<file path="src/rtl/mst_pkg.sv">
package mst_pkg;
   // register byte offsets
   localparam int OFS_STAT  = 'h00;
   localparam int OFS_IEN   = 'h04;
   localparam int OFS_FLUSH = 'h08;
   localparam int OFS_VAC   = 'h0C;
   localparam int OFS_DATA  = 'h10;
   localparam int OFS_LEN   = 'h14;

   localparam logic [31:0] FLUSH_KEY = 32'h0000_00A5;

   // status bit positions
   localparam int B_OVR     = 28;
   localparam int B_TXDONE  = 27;
   localparam int B_MISM    = 25;
   localparam int B_FLDONE  = 24;

   // interrupt-capable window
   localparam int IRQ_LO = 19;
   localparam int IRQ_HI = 31;
   localparam int IRQ_NB = IRQ_HI - IRQ_LO + 1;
endpackage

</file>
<file path="src/rtl/mst_word_queue.sv">
module mst_word_queue #(
   parameter int DEPTH = 64,
   parameter int DW    = 32,
   localparam int PW   = $clog2(DEPTH),
   localparam int CW   = PW + 1
) (
   input  logic          clk,
   input  logic          rst_n,
   input  logic          push_en,
   input  logic [DW-1:0] push_data,
   input  logic          commit_en,
   input  logic          flush_en,
   input  logic          pop_en,
   output logic [DW-1:0] head_data,
   output logic          head_last,
   output logic          ready_any,
   output logic [CW-1:0] free_slots,
   output logic [CW-1:0] open_words
);
   localparam int CAP = DEPTH - 4;

   logic [DW-1:0]    mem_q [DEPTH];
   logic [DEPTH-1:0] eop_q;
   logic [PW-1:0]    wp_q, rp_q;
   logic [PW-1:0]    last_slot;
   logic [CW-1:0]    fill_q, open_q, rdy_q;

   assign last_slot = wp_q - 1'b1;

   always_ff @(posedge clk) begin
      if (push_en) mem_q[wp_q] <= push_data;
   end

   always_ff @(posedge clk) begin
      if (!rst_n || flush_en) begin
         wp_q   <= '0;
         rp_q   <= '0;
         fill_q <= '0;
         open_q <= '0;
         rdy_q  <= '0;
         eop_q  <= '0;
      end else begin
         if (push_en) begin
            wp_q        <= wp_q + 1'b1;
            eop_q[wp_q] <= 1'b0;
         end
         if (commit_en) eop_q[last_slot] <= 1'b1;
         if (pop_en) rp_q <= rp_q + 1'b1;
         fill_q <= fill_q + CW'(push_en) - CW'(pop_en);
         open_q <= commit_en ? '0 : open_q + CW'(push_en);
         rdy_q  <= rdy_q + (commit_en ? open_q : '0) - CW'(pop_en);
      end
   end

   assign head_data  = mem_q[rp_q];
   assign head_last  = eop_q[rp_q];
   assign ready_any  = (rdy_q != '0);
   assign free_slots = CW'(CAP) - fill_q;
   assign open_words = open_q;
endmodule

</file>
<file path="src/rtl/mst_irq_regs.sv">
module mst_irq_regs #(
   parameter bit IRQ_REG = 1'b1,
   parameter int NB      = 13
) (
   input  logic          clk,
   input  logic          rst_n,
   input  logic [NB-1:0] set_bits,
   input  logic          clr_en,
   input  logic [NB-1:0] clr_bits,
   input  logic          ien_wr,
   input  logic [NB-1:0] ien_data,
   output logic [NB-1:0] stat,
   output logic [NB-1:0] ien,
   output logic          irq
);
   logic [NB-1:0] stat_q, ien_q;
   logic          pend;

   always_ff @(posedge clk) begin
      if (!rst_n) begin
         stat_q <= '0;
         ien_q  <= '0;
      end else begin
         stat_q <= (stat_q & ~(clr_en ? clr_bits : '0)) | set_bits;
         if (ien_wr) ien_q <= ien_data;
      end
   end

   assign pend = |(stat_q & ien_q);
   assign stat = stat_q;
   assign ien  = ien_q;

   generate
      if (IRQ_REG) begin : g_irq_ff
         always_ff @(posedge clk) begin
            if (!rst_n) irq <= 1'b0;
            else        irq <= pend;
         end
      end else begin : g_irq_comb
         always_comb irq = pend;
      end
   endgenerate
endmodule

</file>
<file path="src/rtl/mmio_stream_tx.sv">
module mmio_stream_tx
   import mst_pkg::*;
#(
   parameter int DEPTH   = 64,
   parameter int ADDR_W  = 6,
   parameter bit IRQ_REG = 1'b1,
   localparam int CW     = $clog2(DEPTH) + 1
) (
   input  logic              clk,
   input  logic              rst_n,
   input  logic              bus_wr,
   input  logic [ADDR_W-1:0] bus_addr,
   input  logic [31:0]       bus_wdata,
   output logic [31:0]       bus_rdata,
   output logic              m_tvalid,
   input  logic              m_tready,
   output logic [31:0]       m_tdata,
   output logic              m_tlast,
   output logic              irq
);
   localparam logic [ADDR_W-1:0] A_STAT  = ADDR_W'(OFS_STAT);
   localparam logic [ADDR_W-1:0] A_IEN   = ADDR_W'(OFS_IEN);
   localparam logic [ADDR_W-1:0] A_FLUSH = ADDR_W'(OFS_FLUSH);
   localparam logic [ADDR_W-1:0] A_VAC   = ADDR_W'(OFS_VAC);
   localparam logic [ADDR_W-1:0] A_DATA  = ADDR_W'(OFS_DATA);
   localparam logic [ADDR_W-1:0] A_LEN   = ADDR_W'(OFS_LEN);

   generate
      if (DEPTH < 8 || (DEPTH & (DEPTH - 1)) != 0) begin : g_bad_depth
         $error("DEPTH must be a power of two of at least 8");
      end
      if (ADDR_W < 6) begin : g_bad_addr
         $error("ADDR_W must be at least 6");
      end
   endgenerate

   logic              wr_data, wr_len, wr_flush, wr_stat, wr_ien;
   logic              push_en, commit_en, flush_en, pop_en;
   logic              head_last, ready_any;
   logic [31:0]       head_data;
   logic [CW-1:0]     free_w, open_w;
   logic [IRQ_NB-1:0] stat_w, ien_w, set_w;
   logic              ovr_ev, mism_ev, done_ev;

   assign wr_data  = bus_wr && (bus_addr == A_DATA);
   assign wr_len   = bus_wr && (bus_addr == A_LEN);
   assign wr_flush = bus_wr && (bus_addr == A_FLUSH);
   assign wr_stat  = bus_wr && (bus_addr == A_STAT);
   assign wr_ien   = bus_wr && (bus_addr == A_IEN);

   assign flush_en  = wr_flush && (bus_wdata == FLUSH_KEY);
   assign push_en   = wr_data && (free_w != '0);
   assign ovr_ev    = wr_data && (free_w == '0);
   assign commit_en = wr_len && (open_w != '0);
   assign mism_ev   = wr_len && ((open_w == '0) || (bus_wdata != (32'(open_w) << 2)));
   assign pop_en    = m_tvalid && m_tready && !flush_en;
   assign done_ev   = pop_en && head_last;

   always_comb begin
      set_w                     = '0;
      set_w[B_OVR - IRQ_LO]    = ovr_ev;
      set_w[B_TXDONE - IRQ_LO] = done_ev;
      set_w[B_MISM - IRQ_LO]   = mism_ev;
      set_w[B_FLDONE - IRQ_LO] = flush_en;
   end

   mst_word_queue #(.DEPTH(DEPTH), .DW(32)) u_queue (
      .clk        (clk),
      .rst_n      (rst_n),
      .push_en    (push_en),
      .push_data  (bus_wdata),
      .commit_en  (commit_en),
      .flush_en   (flush_en),
      .pop_en     (pop_en),
      .head_data  (head_data),
      .head_last  (head_last),
      .ready_any  (ready_any),
      .free_slots (free_w),
      .open_words (open_w)
   );

   mst_irq_regs #(.IRQ_REG(IRQ_REG), .NB(IRQ_NB)) u_irq (
      .clk      (clk),
      .rst_n    (rst_n),
      .set_bits (set_w),
      .clr_en   (wr_stat),
      .clr_bits (bus_wdata[IRQ_HI:IRQ_LO]),
      .ien_wr   (wr_ien),
      .ien_data (bus_wdata[IRQ_HI:IRQ_LO]),
      .stat     (stat_w),
      .ien      (ien_w),
      .irq      (irq)
   );

   assign m_tvalid = ready_any;
   assign m_tdata  = head_data;
   assign m_tlast  = head_last;

   always_comb begin
      bus_rdata = '0;
      if (bus_addr == A_STAT)     bus_rdata = {stat_w, {IRQ_LO{1'b0}}};
      else if (bus_addr == A_IEN) bus_rdata = {ien_w, {IRQ_LO{1'b0}}};
      else if (bus_addr == A_VAC) bus_rdata = 32'(free_w);
   end
endmodule

</file>
<file path="config.mk">
export PLATFORM = sky130hd
export DESIGN_NAME = mmio_stream_tx
export DESIGN_NICKNAME = d
export VERILOG_FILES = /design/src/rtl/mst_pkg.sv /design/src/rtl/mst_word_queue.sv /design/src/rtl/mst_irq_regs.sv /design/src/rtl/mmio_stream_tx.sv
export SDC_FILE = /design/constraint.sdc
export NUM_CORES = 2
export LEC_CHECK = 0
export BUFFER_PORTS_ARGS = -buffer_cell sky130_fd_sc_hd__buf_2
export CAP_MARGIN = 20
export CORE_MARGIN = 3
export CORE_UTILIZATION = 45
export DETAILED_ROUTE_END_ITERATION = 10
export RECOVER_POWER = 100
export SLEW_MARGIN = 20
export SYNTH_ARGS = -nofsm -noshare
export SYNTH_HDL_FRONTEND = slang
export SYNTH_SLANG_ARGS = --single-unit
</file>
<file path="constraint.sdc">
create_clock -name clk -period 4.6 [get_ports clk]
set_input_delay 0.23 -clock clk [delete_from_list [all_inputs] [get_ports clk]]
set_output_delay 0.23 -clock clk [all_outputs]
set_load 0.01 [all_outputs]
</file>
## Yosys cells after proc, flatten, opt, wreduce, memory -nomap -nowiden

Memory sizes are Yosys's and may differ from the RTL's. A register that Yosys moved wholly into a read port is not among the register bits.
Cells that the tools add are included.

- $add $sub $neg: 9
- Multiply operators: 0
- Div/mod/pow operators: 0
- Magnitude comparators: 5
- Eq/ne operators: 7
- Shift operators: 0
- Muxes and demuxes: 18
- Bitwise gates (word level): 7
- Reductions and logical operators: 27

Operator list:

| cell | count |
|---|---|
| 64-bit two-way mux | 3 |
| 64-bit bitwise AND | 1 |
| 32-bit two-way mux | 2 |
| 64-bit inverter | 1 |
| 64-bit bitwise OR | 1 |
| 32-bit by 8-bit == test with 1-bit output, second input constant | 1 |
| 32-bit by 9-bit inequality test with 1-bit output | 1 |
| 13-bit bitwise AND | 2 |
| 6-bit by 7-bit less-than comparator with 1-bit output, second input constant | 3 |
| 7-bit nonzero test | 3 |
| 1-bit logical AND | 15 |
| 7-bit by 1-bit adder with 7-bit output | 2 |
| 7-bit zero test | 2 |
| 7-bit two-way mux | 2 |
| 7-bit by 1-bit subtractor with 7-bit output | 2 |
| 13-bit two-way mux | 1 |
| 13-bit inverter | 1 |
| 13-bit by 10-bit bitwise OR with 13-bit output | 1 |
| 13-bit OR reduction | 1 |
| 6-bit by 1-bit adder with 6-bit output, second input constant | 2 |
| 1-bit demux with 6-bit select | 2 |
| 6-bit by 4-bit == test with 1-bit output, second input constant | 2 |
| 6-bit by 5-bit == test with 1-bit output, second input constant | 2 |
| 6-bit by 1-bit >= comparator with 1-bit output, second input constant | 2 |
| other kinds (11) | 18 |

- Register bits after elaboration: 124
- Latch bits: 0
- RAM bits: 2048
- ROM bits: 0
- Output and inout bits: 67
- Word-level logic and storage cells: 83
- Memories: 1

Memories:

| memory | words | bits a word | read ports | clocked after memory_dff | write ports | line | text |
|---|---|---|---|---|---|---|---|
| u_queue.mem_q | 64 | 32 | 1 | 1 | 1 | mst_word_queue.sv:22 | `logic [DW-1:0] mem_q [DEPTH];` |

## Depth between registers and ports, before layout

- Word-level depth: 10
- Depth in mapped cells: 16
- Gate-level depth less buffers: 16

## Modules after synthesis

From an unflattened synthesis, not the netlist that was laid out.

- Cell total of the unflattened synthesis: 4131
- Area total of the unflattened synthesis: 84424.7 um2

Modules (own cells, without submodules):

| module | instances | cells each | area an instance (um2) | sequential area each (um2) |
|---|---|---|---|---|
| mst_word_queue | 1 | 3931 | 82701.8 | 63561.0 |
| mst_irq_regs | 1 | 106 | 1041.0 | 540.5 |
| mmio_stream_tx | 1 | 94 | 681.9 | 0.0 |

## Worst setup path after synthesis

No wires, ideal clock.

- Path kind: reg2reg
- Start point: register u_queue.fill_q[2]
- End point: memory u_queue.mem_q[58][0], enable pin
- Library setup time: 0.421 ns
- Arrival: 3.368 ns
- Data required time: 4.179 ns
- Setup slack: 0.810 ns
- Stages on the path, launching flop included: 10
- Path buffers: 1
- Cells stage by stage: dfxtp_1 -> ha_1 -> nor2b_1 -> o21ai_0 -> and3_1 -> o2111a_1 -> clkbuf_1 -> nor3_2 -> nand2_1 -> nor2_1

- Word-level cells in the longest chain between the ends: 5

RTL lines:

| item | line | text |
|---|---|---|
| from (decl) | mst_word_queue.sv:26 | `logic [CW-1:0] fill_q, open_q, rdy_q;` |
| from (signal assigned) | mst_word_queue.sv:49 | `fill_q <= fill_q + CW'(push_en) - CW'(pop_en);` |
| 6-bit by 7-bit subtractor with 7-bit output | mst_word_queue.sv:58 | `assign free_slots = CW'(CAP) - fill_q;` |
| 7-bit nonzero test | mmio_stream_tx.sv:52 | `assign push_en = wr_data && (free_w != '0);` |
| 1-bit logical AND | mmio_stream_tx.sv:52 |  |
| 1-bit two-way mux | mst_word_queue.sv:31 | `if (push_en) mem_q[wp_q] <= push_data;` |
| 1-bit two-way mux (implied by the code) | mst_word_queue.sv:31 |  |
| to (decl) | mst_word_queue.sv:22 |  |

No other way between the ends.

==> out/results.ini <==
[yosys]
synth.most_common_cell=edfxtp_1
netlist_area_um2=84600
yosys-top-cells-area=edfxtp_1 (73%), mux4_2 (18%), dfxtp_1 (3.1%), a32o_1 (0.65%), ha_1 (0.44%)
synth_xor_area_share_pct=0.393
yosys_warnings=0
netlist.area_leader.share_pct=72.7
ys_async_sr_fraction_pct=0
synth-simple-area-share_pct=1.93
synth-compound-area-share_pct=1.79
synthAdderAreaFrac_pct=0.491
ys_seq_area_share_pct=75.7
avgSynthCellArea_um2=22.4
ys_top_cells_by_count=edfxtp_1 (2,048), mux4_2 (667), dfxtp_1 (130)
ys_ff_latch=2178
ys.flop_type=edfxtp_1
yosysTopAreaCell=edfxtp_1
ys_types=61
synth_top_family_by_area=multiplexers
synthMuxAreaShare_pct=18.1
synth_cells=3773
synth_edf_count=2048

[floorplanning]
die_area_um2=193000
boundaryPins=109
die_w_um=440
fp.coreArea_um2=186000
die_h_um=440
start_util_pct=45.4
num_rows=158

[placement]
dp_cells=6397
place_congestion=0.890
hpwlAfterDp_um=143000
port_buffers=96
place_ws_ns=0.836

[timing]
slew_headroom_pct=-179
drv_slew=2112
rsz0062_at_grt=no
period_needed_ns=4.48
fmax_mhz=223
setup_viol=0
fin_skew_ns=0.0393
hold_viol=0
holdWs_ns=0.0737
fin_ws_ns=0.125
worst_slew_pin_slew_ns=4.18
fin_crit_sh_pct=97.3

[finish]
drive_gt1_share_pct=27.6
multi_input_area_um2=19300
final_cells=6828
nFillCells=14600
fin_util_pct=51.7
area_delta_synth_final_pct=13.8
fin_nets=4226
seqCellArea_um2=64100

[worst_setup_path]
worst_setup_path_end_kind=primary output
cp.arrival_ns=4.25
reg2regPathDepth=9
regToRegSetupSlack_ns=0.23
crit_path_start_kind=flop
crit_type=flop to primary output
max_stage_delay_ns=0.65
worst_path_most_repeated_cell=mux4_2
cp.required_ns=4.37
r2r_end=u_queue.mem_q[18][0]
r2r-start=u_queue.fill_q[2]
slowest_stage=dfxtp_4
path_cells=buf_12 -> buf_6 -> buf_4 -> mux4_2 -> mux4_2 -> mux4_2 -> clkbuf_2
path_max_fanout=31

[clock_tree]
clk_latency_ns=0.84
cts_buffer_depth=3
cts-root-buf=clkbuf_16
numCtsBuffers=217
clock-sinks=2178
cts_htree_levels=4
tritoncts=done
clkSlewWorstSetupHoldPaths_ns=0.06

[power]
leakagePower_uw=0.0297
vdd_drop_max_mv=0.385
power_density_nw_per_um2=482
power_uw=46400

[drt]
ant_nets=0
wire_per_inst_um=33.4
num_vias=41400
drt_iter0_drc=5161
drc=0
drtPass1Iterations=6
routed_via_density=6.06
drt_wl_total_um=228000

[run_status]
violations=capacitance limit, slew limit
outcome=finished with violations

[global_route]
grt-ovfl-total=0
grt_pass1_wl_um=322000
grt_usage_pct=23.8
grt_start_max_net_pins=67
grt_pass1_vias=41100
grt_antenna_before_repair=17

[job]
drv_cap=40

[min_path]
hold_class=primary input to flop
holdPathStages=4
holdPathEnd=u_irq.ien[4]
holdCritStartpoint=bus_wr

-- flip-flops by register name, indices dropped and copies added, names as in the netlist, named ones only --
signal and count:
u_irq.ien 13, u_irq.irq 1, u_irq.stat 13, u_queue.eop_q 64
u_queue.fill_q 7, u_queue.mem_q 2048, u_queue.open_words 7, u_queue.rdy_q 7
u_queue.rp_q 6, u_queue.wp_q 6
-- through the flow --
step / setup TNS (ns) / area (µm²)
after detailed placement: 0 / 89800
after global placement: -1.38 / 89700
after global routing: 0 / 96300
after floorplan: 0 / 84700
after CTS: 0 / 97000
final: 0 / 96300
-- worst max-delay path: cells and delay by family, from the launching register on --
family | cells | cell delay (ns)
mux | 3 | 1.46
flops | 1 | 0.65
buf+inv | 4 | 1.16
-- power breakdown --
group | internal, µW | switching, µW | total [µW]
Clock | 10100 | 7480 | 17500
Combinational | 3280 | 3690 | 6970
Sequential | 21800 | 129 | 21900
Total | 35100 | 11300 | 46400
-- worst max path at each step --
stage                       endpoint  slack (ns)  depth (start not counted)
6_report                  m_tdata[1]        0.12                          7
5_1_grt                   m_tdata[2]        0.04                          7
4_1_cts                  m_tdata[14]        0.12                          8
3_5_place_dp   u_queue.mem_q[47][30]        0.84                          8
3_3_place_gp        u_queue.rdy_q[6]       -0.54                         17
2_1_floorplan   u_queue.mem_q[58][0]        0.81                          9
-- layout by cell type, fill, tap and decap left out, types with 8 or more instances in the layout --
cell type,n
a211oi_1,21
a21boi_0,14
a21o_1,8
a21oi_1,42
a22o_1,13
a22oi_1,9
a32o_1,55
buf_12,31
buf_2,22
buf_4,86
bufinv_16,21
clkbuf_1,196
clkbuf_16,221
clkbuf_2,50
clkinv_1,63
clkinv_2,38
conb_1,12
dfxtp_1,124
diode_2,9
dlygate4sd3_1,12
edfxtp_1,2048
ha_1,30
inv_1,77
mux2i_1,27
mux4_2,667
nand2_1,99
nand2b_1,8
nand3_1,54
nand4_1,11
nor2_1,74
nor2b_1,22
nor3_1,15
nor4_1,9
o2bb2ai_1,8
xnor2_1,23
xor2_1,15
-- kinds of logic after synthesis --
group                      after synthesis
AOI/OAI and AO/OA                      195
xor gates and xnor gates                38
adders and majority gates               32
buffers and inverters                  299
DFF                                   2178
muxes                                  694
other                                    1
and+or+nand+nor                        336
-- cell type report --
type | instances | area share, %
flip-flops and latches | 2178 | 66.6
multi-input cells | 1307 | 20.0
clock buffers | 273 | 6.00
well taps | 2480 | 3.22
repair buffers | 357 | 2.46
clock inverters | 133 | 1.33
inverters | 91 | 0.355
diodes | 9 | 0.0234
-- what timing repair did --
action,4_1_cts,5_1_grt
setup buffers,4,0
hold buffers,12,0
resized for setup,0,0
endpoints found under the setup margin,1,0
hold endpoints to repair,99,0
-- metal layers --
layer	up-vias	global-route usage (%)	share of wire, %
li1	16700	-	-
met1	22600	34.2	41
met2	1812	37.5	48
met3	259	5.13	8.4
met4	4	5.45	2.3
met5	-	0	0.013
Power figures use the tool's default switching activity.
